===== src/rtl/ir_tx_pkg.sv =====
// Package: shared state encoding for the infrared frame encoder.
// Assumes nothing beyond the users of it importing the enum.
package ir_tx_pkg;

    typedef enum logic [3:0] {
        S_IDLE,
        S_LDR_MARK,
        S_LDR_SPACE,
        S_BIT_MARK,
        S_BIT_SPACE,
        S_STOP,
        S_GAP,
        S_REP_MARK,
        S_REP_SPACE,
        S_REP_STOP
    } seq_state_t;

    // True for every stage that drives carrier onto the output.
    function automatic logic is_mark(seq_state_t s);
        return (s == S_LDR_MARK) || (s == S_BIT_MARK) || (s == S_STOP) ||
               (s == S_REP_MARK) || (s == S_REP_STOP);
    endfunction

endpackage


===== src/rtl/ir_carrier_gen.sv =====
// Carrier generator: free-running square wave, HALF clocks high then HALF low.
// Assumes HALF >= 1; phase starts low after reset.
module ir_carrier_gen #(
    parameter int HALF = 4
) (
    input  logic clk,
    input  logic rst_n,
    output logic phase
);
    localparam int CW = (HALF > 1) ? $clog2(HALF) : 1;

    logic [CW-1:0] cnt;

    // Count clocks in the current half period and flip the phase at its end.
    always_ff @(posedge clk) begin
        if (!rst_n) begin
            cnt   <= '0;
            phase <= 1'b0;
        end else if (cnt == CW'(HALF - 1)) begin
            cnt   <= '0;
            phase <= ~phase;
        end else begin
            cnt <= cnt + 1'b1;
        end
    end
endmodule


===== src/rtl/ir_slot_timer.sv =====
// Slot timer: counts time units since the last frame start and flags the
// last unit of the slot. Assumes restart only arrives together with a tick.
module ir_slot_timer #(
    parameter int FRAME_U = 192
) (
    input  logic clk,
    input  logic rst_n,
    input  logic tick,
    input  logic restart,
    output logic slot_end
);
    localparam int TW = $clog2(FRAME_U);

    logic [TW-1:0] cnt;

    // Restart at a frame start, otherwise advance once per tick up to the last unit.
    always_ff @(posedge clk) begin
        if (!rst_n) begin
            cnt <= '0;
        end else if (restart) begin
            cnt <= '0;
        end else if (tick && (cnt != TW'(FRAME_U - 1))) begin
            cnt <= cnt + 1'b1;
        end
    end

    assign slot_end = (cnt == TW'(FRAME_U - 1));
endmodule


===== src/rtl/ir_frame_seq.sv =====
// Frame sequencer: walks the leader, payload bits, closing burst, slot gap
// and repeat frames, one step per tick. Assumes FRAME_U is longer than the
// longest full frame so that the gap stage is always reached.
module ir_frame_seq
    import ir_tx_pkg::*;
#(
    parameter int CUSTOM_W    = 16,
    parameter int DATA_W      = 8,
    parameter int LDR_MARK_U  = 16,
    parameter int LDR_SPACE_U = 8,
    parameter int REP_SPACE_U = 4,
    parameter int ONE_SPACE_U = 3
) (
    input  logic                clk,
    input  logic                rst_n,
    input  logic                tick,
    input  logic                start,
    input  logic                key_held,
    input  logic [CUSTOM_W-1:0] custom_code,
    input  logic [DATA_W-1:0]   data_byte,
    input  logic                slot_end,
    output logic                restart,
    output logic                mark,
    output logic                busy
);
    localparam int PAY_W   = CUSTOM_W + 2 * DATA_W;
    localparam int BW      = $clog2(PAY_W);
    localparam int MAX_A   = (LDR_MARK_U > LDR_SPACE_U) ? LDR_MARK_U : LDR_SPACE_U;
    localparam int MAX_B   = (REP_SPACE_U > ONE_SPACE_U) ? REP_SPACE_U : ONE_SPACE_U;
    localparam int SEG_MAX = (MAX_A > MAX_B) ? MAX_A : MAX_B;
    localparam int SW      = $clog2(SEG_MAX + 1);

    seq_state_t       state;
    logic [SW-1:0]    seg_left;
    logic [BW-1:0]    bit_idx;
    logic [PAY_W-1:0] shreg;
    logic             pending;
    logic [PAY_W-1:0] payload;
    logic             go_idle;
    logic             go_rep;

    // Payload in transmit order: LSB of the shift register goes first.
    assign payload = {~data_byte, data_byte, custom_code};
    assign go_idle = tick && (state == S_IDLE) && (pending || start);
    assign go_rep  = tick && (state == S_GAP) && slot_end && key_held;
    assign restart = go_idle || go_rep;
    assign mark    = is_mark(state);
    assign busy    = pending || (state != S_IDLE);

    // Stage machine: capture a request, then advance the segment count on each tick.
    always_ff @(posedge clk) begin
        if (!rst_n) begin
            state    <= S_IDLE;
            seg_left <= '0;
            bit_idx  <= '0;
            shreg    <= '0;
            pending  <= 1'b0;
        end else begin
            if ((state == S_IDLE) && !pending && start && !tick) begin
                pending <= 1'b1;
                shreg   <= payload;
            end
            if (tick) begin
                case (state)
                    S_IDLE: begin
                        if (pending || start) begin
                            state    <= S_LDR_MARK;
                            seg_left <= SW'(LDR_MARK_U - 1);
                            pending  <= 1'b0;
                            if (!pending) shreg <= payload;
                        end
                    end
                    S_GAP: begin
                        if (slot_end) begin
                            if (key_held) begin
                                state    <= S_REP_MARK;
                                seg_left <= SW'(LDR_MARK_U - 1);
                            end else begin
                                state <= S_IDLE;
                            end
                        end
                    end
                    default: begin
                        if (seg_left != '0) begin
                            seg_left <= seg_left - 1'b1;
                        end else begin
                            case (state)
                                S_LDR_MARK: begin
                                    state    <= S_LDR_SPACE;
                                    seg_left <= SW'(LDR_SPACE_U - 1);
                                end
                                S_LDR_SPACE: begin
                                    state    <= S_BIT_MARK;
                                    seg_left <= '0;
                                    bit_idx  <= '0;
                                end
                                S_BIT_MARK: begin
                                    state    <= S_BIT_SPACE;
                                    seg_left <= shreg[0] ? SW'(ONE_SPACE_U - 1) : '0;
                                end
                                S_BIT_SPACE: begin
                                    shreg    <= shreg >> 1;
                                    seg_left <= '0;
                                    if (bit_idx == BW'(PAY_W - 1)) begin
                                        state <= S_STOP;
                                    end else begin
                                        state   <= S_BIT_MARK;
                                        bit_idx <= bit_idx + 1'b1;
                                    end
                                end
                                S_REP_MARK: begin
                                    state    <= S_REP_SPACE;
                                    seg_left <= SW'(REP_SPACE_U - 1);
                                end
                                S_REP_SPACE: begin
                                    state    <= S_REP_STOP;
                                    seg_left <= '0;
                                end
                                default: begin
                                    state <= S_GAP;
                                end
                            endcase
                        end
                    end
                endcase
            end
        end
    end
endmodule


===== src/rtl/ir_frame_tx.sv =====
// Top: infrared key frame encoder. Joins the sequencer, the slot timer and the
// carrier generator, and gates the carrier with the burst envelope.
// Assumes tick is a single-clock pulse no more often than every clock.
module ir_frame_tx #(
    parameter int CUSTOM_W    = 16,
    parameter int DATA_W      = 8,
    parameter int LDR_MARK_U  = 16,
    parameter int LDR_SPACE_U = 8,
    parameter int REP_SPACE_U = 4,
    parameter int ONE_SPACE_U = 3,
    parameter int FRAME_U     = 192,
    parameter int CAR_HALF    = 4
) (
    input  logic                clk,
    input  logic                rst_n,
    input  logic                tick,
    input  logic                start,
    input  logic                key_held,
    input  logic [CUSTOM_W-1:0] custom_code,
    input  logic [DATA_W-1:0]   data_byte,
    output logic                tx_out,
    output logic                busy
);
    logic restart_w;
    logic slot_end_w;
    logic mark_w;
    logic phase_w;

    ir_frame_seq #(
        .CUSTOM_W    (CUSTOM_W),
        .DATA_W      (DATA_W),
        .LDR_MARK_U  (LDR_MARK_U),
        .LDR_SPACE_U (LDR_SPACE_U),
        .REP_SPACE_U (REP_SPACE_U),
        .ONE_SPACE_U (ONE_SPACE_U)
    ) u_seq (
        .clk         (clk),
        .rst_n       (rst_n),
        .tick        (tick),
        .start       (start),
        .key_held    (key_held),
        .custom_code (custom_code),
        .data_byte   (data_byte),
        .slot_end    (slot_end_w),
        .restart     (restart_w),
        .mark        (mark_w),
        .busy        (busy)
    );

    ir_slot_timer #(.FRAME_U(FRAME_U)) u_slot (
        .clk      (clk),
        .rst_n    (rst_n),
        .tick     (tick),
        .restart  (restart_w),
        .slot_end (slot_end_w)
    );

    ir_carrier_gen #(.HALF(CAR_HALF)) u_car (
        .clk   (clk),
        .rst_n (rst_n),
        .phase (phase_w)
    );

    // Output gate: carrier only during burst units.
    assign tx_out = mark_w & phase_w;
endmodule


===== config.mk =====
export PLATFORM = sky130hd
export DESIGN_NAME = ir_frame_tx
export DESIGN_NICKNAME = d
export VERILOG_FILES = /design/src/rtl/ir_tx_pkg.sv /design/src/rtl/ir_carrier_gen.sv /design/src/rtl/ir_slot_timer.sv /design/src/rtl/ir_frame_seq.sv /design/src/rtl/ir_frame_tx.sv
export SDC_FILE = /design/constraint.sdc
export NUM_CORES = 1
export LEC_CHECK = 0
export ABC_AREA = 1
export BUFFER_PORTS_ARGS = -buffer_cell sky130_fd_sc_hd__buf_4
export CORE_ASPECT_RATIO = 0.5
export CORE_MARGIN = 2
export CORE_UTILIZATION = 59
export DETAILED_ROUTE_END_ITERATION = 10
export GPL_TIMING_DRIVEN = 1
export PLACE_DENSITY = 0.77
export SYNTH_ARGS = -nofsm -noshare
export SYNTH_HDL_FRONTEND = slang
export SYNTH_SLANG_ARGS = --single-unit

===== constraint.sdc =====
create_clock -name clk -period 2.2 [get_ports clk]
set_clock_uncertainty 0.1 [all_clocks]
set_input_delay 0.44 -clock clk [delete_from_list [all_inputs] [get_ports clk]]
set_output_delay 0.44 -clock clk [all_outputs]
set_load 0.05 [all_outputs]

==> results.py <==
metrics = {
    "cells_and_area": {
        "nets": 518,
        "mostFrequentLayoutCell": "nand2_1",
        "drive_gt1_share_pct": 17.9,
        "layout_common_cells": "101 x nand2_1, 58 x dfxtp_1, 45 x inv_1",
        "syn2layout_area_growth_pct": 14.7,
        "n_antenna_cell": 0,
    },
    "power_and_ir_drop": {
        "peakVddDrop_mv": 0.648,
        "power_leakage_uw": 0.00162,
        "p_total_uw": 4780,
        "power_density_nw_per_um2": 1270,
    },
    "floorplan": {
        "die-width_um": 109,
        "core_region_area_sq_um": 5420,
        "row_count": 19,
        "dieArea_sq_um": 6210,
        "floorplan.initialDensity_pct": 60.6,
        "ios": 31,
        "dieHeight_um": 56.8,
    },
    "critical_path": {
        "reg2reg_from": "u_seq.seg_left[0]$_SDFFE_PN0P_",
        "crit_path_end_kind": "register",
        "cp-startpoint": "u_seq.seg_left[0]$_SDFFE_PN0P_",
        "cp_data_required_time_ps": 2360,
        "path_max_fanout": 12,
        "crit_arrival_ps": 2260,
        "path_class": "register to register",
        "start_kind": "register",
    },
    "min_path": {
        "min_from": "custom_code[13]",
        "hp-class": "input port to register",
    },
    "synth": {
        "async_flop_share_pct": 0,
        "synthMuxAreaShare_pct": 0,
        "postSynthCellCount": 454,
        "synth_simple_gate_area_share_pct": 31.1,
        "synth-compound-area-share_pct": 20.8,
        "yosys.cell_types.count": 40,
        "ys_ff_latch": 58,
        "synth-edff-count": 0,
        "ys_seq_area_share_pct": 35.4,
        "ys_warn_count": 0,
        "syn_area_per_cell_sq_um": 7.23,
        "syn_nets": 489,
        "ys.flop_type": "dfxtp_1",
        "synthAdderAreaFrac_pct": 2.29,
        "synth_area_sq_um": 3280,
        "synth_xor_area_share_pct": 1.33,
        "synth_top_family_by_area": "simple AND/OR/NAND/NOR gates",
    },
    "clocking": {
        "root_buffer": "clkbuf_8",
        "insertion_delay_ps": 340,
        "post-cts-setup-buffers": 0,
        "clkSinkCount": 58,
        "clk_path_buf_depth": 2,
        "cts-htree-levels": 3,
        "clk_pin_slew_worst_paths_ps": 60,
        "numCtsBuffers": 9,
        "cts_tree": "built",
    },
    "routing": {
        "detail_route.wirelength_um": 8050,
        "drt-wirelength-per-cell_um": 14.4,
        "ant_nets": 0,
        "drtIter0Drc": 264,
        "routed-via-count": 3189,
        "drc": 0,
        "vias_per_cell": 5.69,
        "first_pass_iters": 7,
    },
    "sta": {
        "tightest_slew_ps": 640,
        "final-hold-violation-count": 0,
        "slew_headroom_pct": 57.3,
        "drv_slew": 0,
        "setup_viol": 0,
        "finalSetupTns_ps": 0,
        "timing.fmax_mhz": 477,
        "fin_crit_ps": 2100,
        "period_share_pct": 95.3,
        "rsz0062_at_grt": "no",
    },
    "run_status": {
        "status": "completed",
    },
    "global_route": {
        "grt_pass1_vias": 2954,
        "antenna_found_initial": 0,
        "grt_pass1_wl_um": 13100,
        "grt_start_max_net_pins": 32,
        "grt-ovfl-total": 0,
        "grt_usage_pct": 27.5,
    },
    "job": {
        "max_cap_violations": 0,
    },
    "placement": {
        "routabilityCongestion": 0.937,
        "dp_hpwl_um": 5480,
        "io_buffers": 30,
    },
}
==> routing by layer <==
layer  part of all wire (%)  routed length [um]  vias up  global-route usage, %
li1                       -                   -     1595                      -
met5                      0                   0        -                      0
met1                     44                3530     1447                   34.4
met2                     48                3830      139                   44.8
met4                   0.96                  77        0                   11.2
met3                    7.6                 612        8                   7.55
==> power by group <==
| group | total [uW] | internal, uW | switching, uW |
|---|---|---|---|
| logic | 2130 | 756 | 1380 |
| registers | 1540 | 1340 | 206 |
| clock network | 1100 | 695 | 409 |
| total | 4780 | 2790 | 1990 |
==> state kept, by name (all words and copies together), names as in the netlist <==
name            flops
u_seq.shreg        32
u_seq.bit_idx       5
u_seq.state         4
u_seq.pending       1
u_seq.seg_left      5
u_car.cnt           2
u_slot.cnt          8
u_car.phase         1
==> synth_stat cells (all sizes together) (9+ instances only) <==
| cell | instances | share of area, % |
|---|---|---|
| nand2 | 106 | 13 |
| dfxtp | 58 | 35 |
| inv | 52 | 6.0 |
| nor2 | 47 | 7.5 |
| a21oi | 41 | 6.3 |
| nand3 | 25 | 4.3 |
| o211ai | 19 | 4.3 |
| or2 | 17 | 3.2 |
| a32oi | 16 | 4.3 |
| buf | 11 | 2.5 |
| o21ai | 11 | 1.8 |
| nor3 | 10 | 1.5 |
| a22oi | 9 | 2.1 |
==> area by class of cell <==
class	instances	area, sq um
clock inverters	2	60.1
fillers	460	1650
well taps	73	91.3
multi-input cells	327	1820
clock buffers	13	159
repair buffers	35	275
flip-flops and latches	58	1160
inverters	52	198
==> logic make-up after synthesis <==
family	after synthesis
buf+inv	69
xor+xnor	5
flops	58
simple gates	211
compound gates	105
fa+ha+maj	6
==> timing repair <==
item / CTS / global route
endpoints found under the setup margin: 12 / 0
hold buffers: 0 / 0
gates resized for setup: 1 / 0
==> critical path: stages (launching register included) <==
cell and delay (ps):
dfxtp_1 320, inv_1 140, ha_1 200, nand2_1 130, inv_1 120, nand2_1 100
nor2_2 510, a32oi_1 210, a21oi_1 200
==> stage by stage <==
step	utilization (%)	setup slack (ps)	cell area, sq um	hold WS [ps]	instances
6_report	69.5	103	3770	269	560
5_1_grt	69.5	50.5	3770	267	560
4_1_cts	69.5	196	3770	259	560
3_5_place_dp	65.4	61.5	3550	343	545
3_3_place_gp	65.4	183	3550	312	545
2_1_floorplan	-	394	3280	304	454
==> final timing paths <==
path,endpoint,slack [ps],cells past startpoint
worst min-delay path,u_seq.shreg[13]$_SDFF_PN0_,270,3
worst min register to register,u_car.cnt[0]$_SDFF_PP0_,350,1
worst max register to register,u_seq.shreg[10]$_SDFF_PN0_,100,8
worst max-delay path,u_seq.shreg[10]$_SDFF_PN0_,100,8
Note: power is estimated with default switching activity, not from simulation.
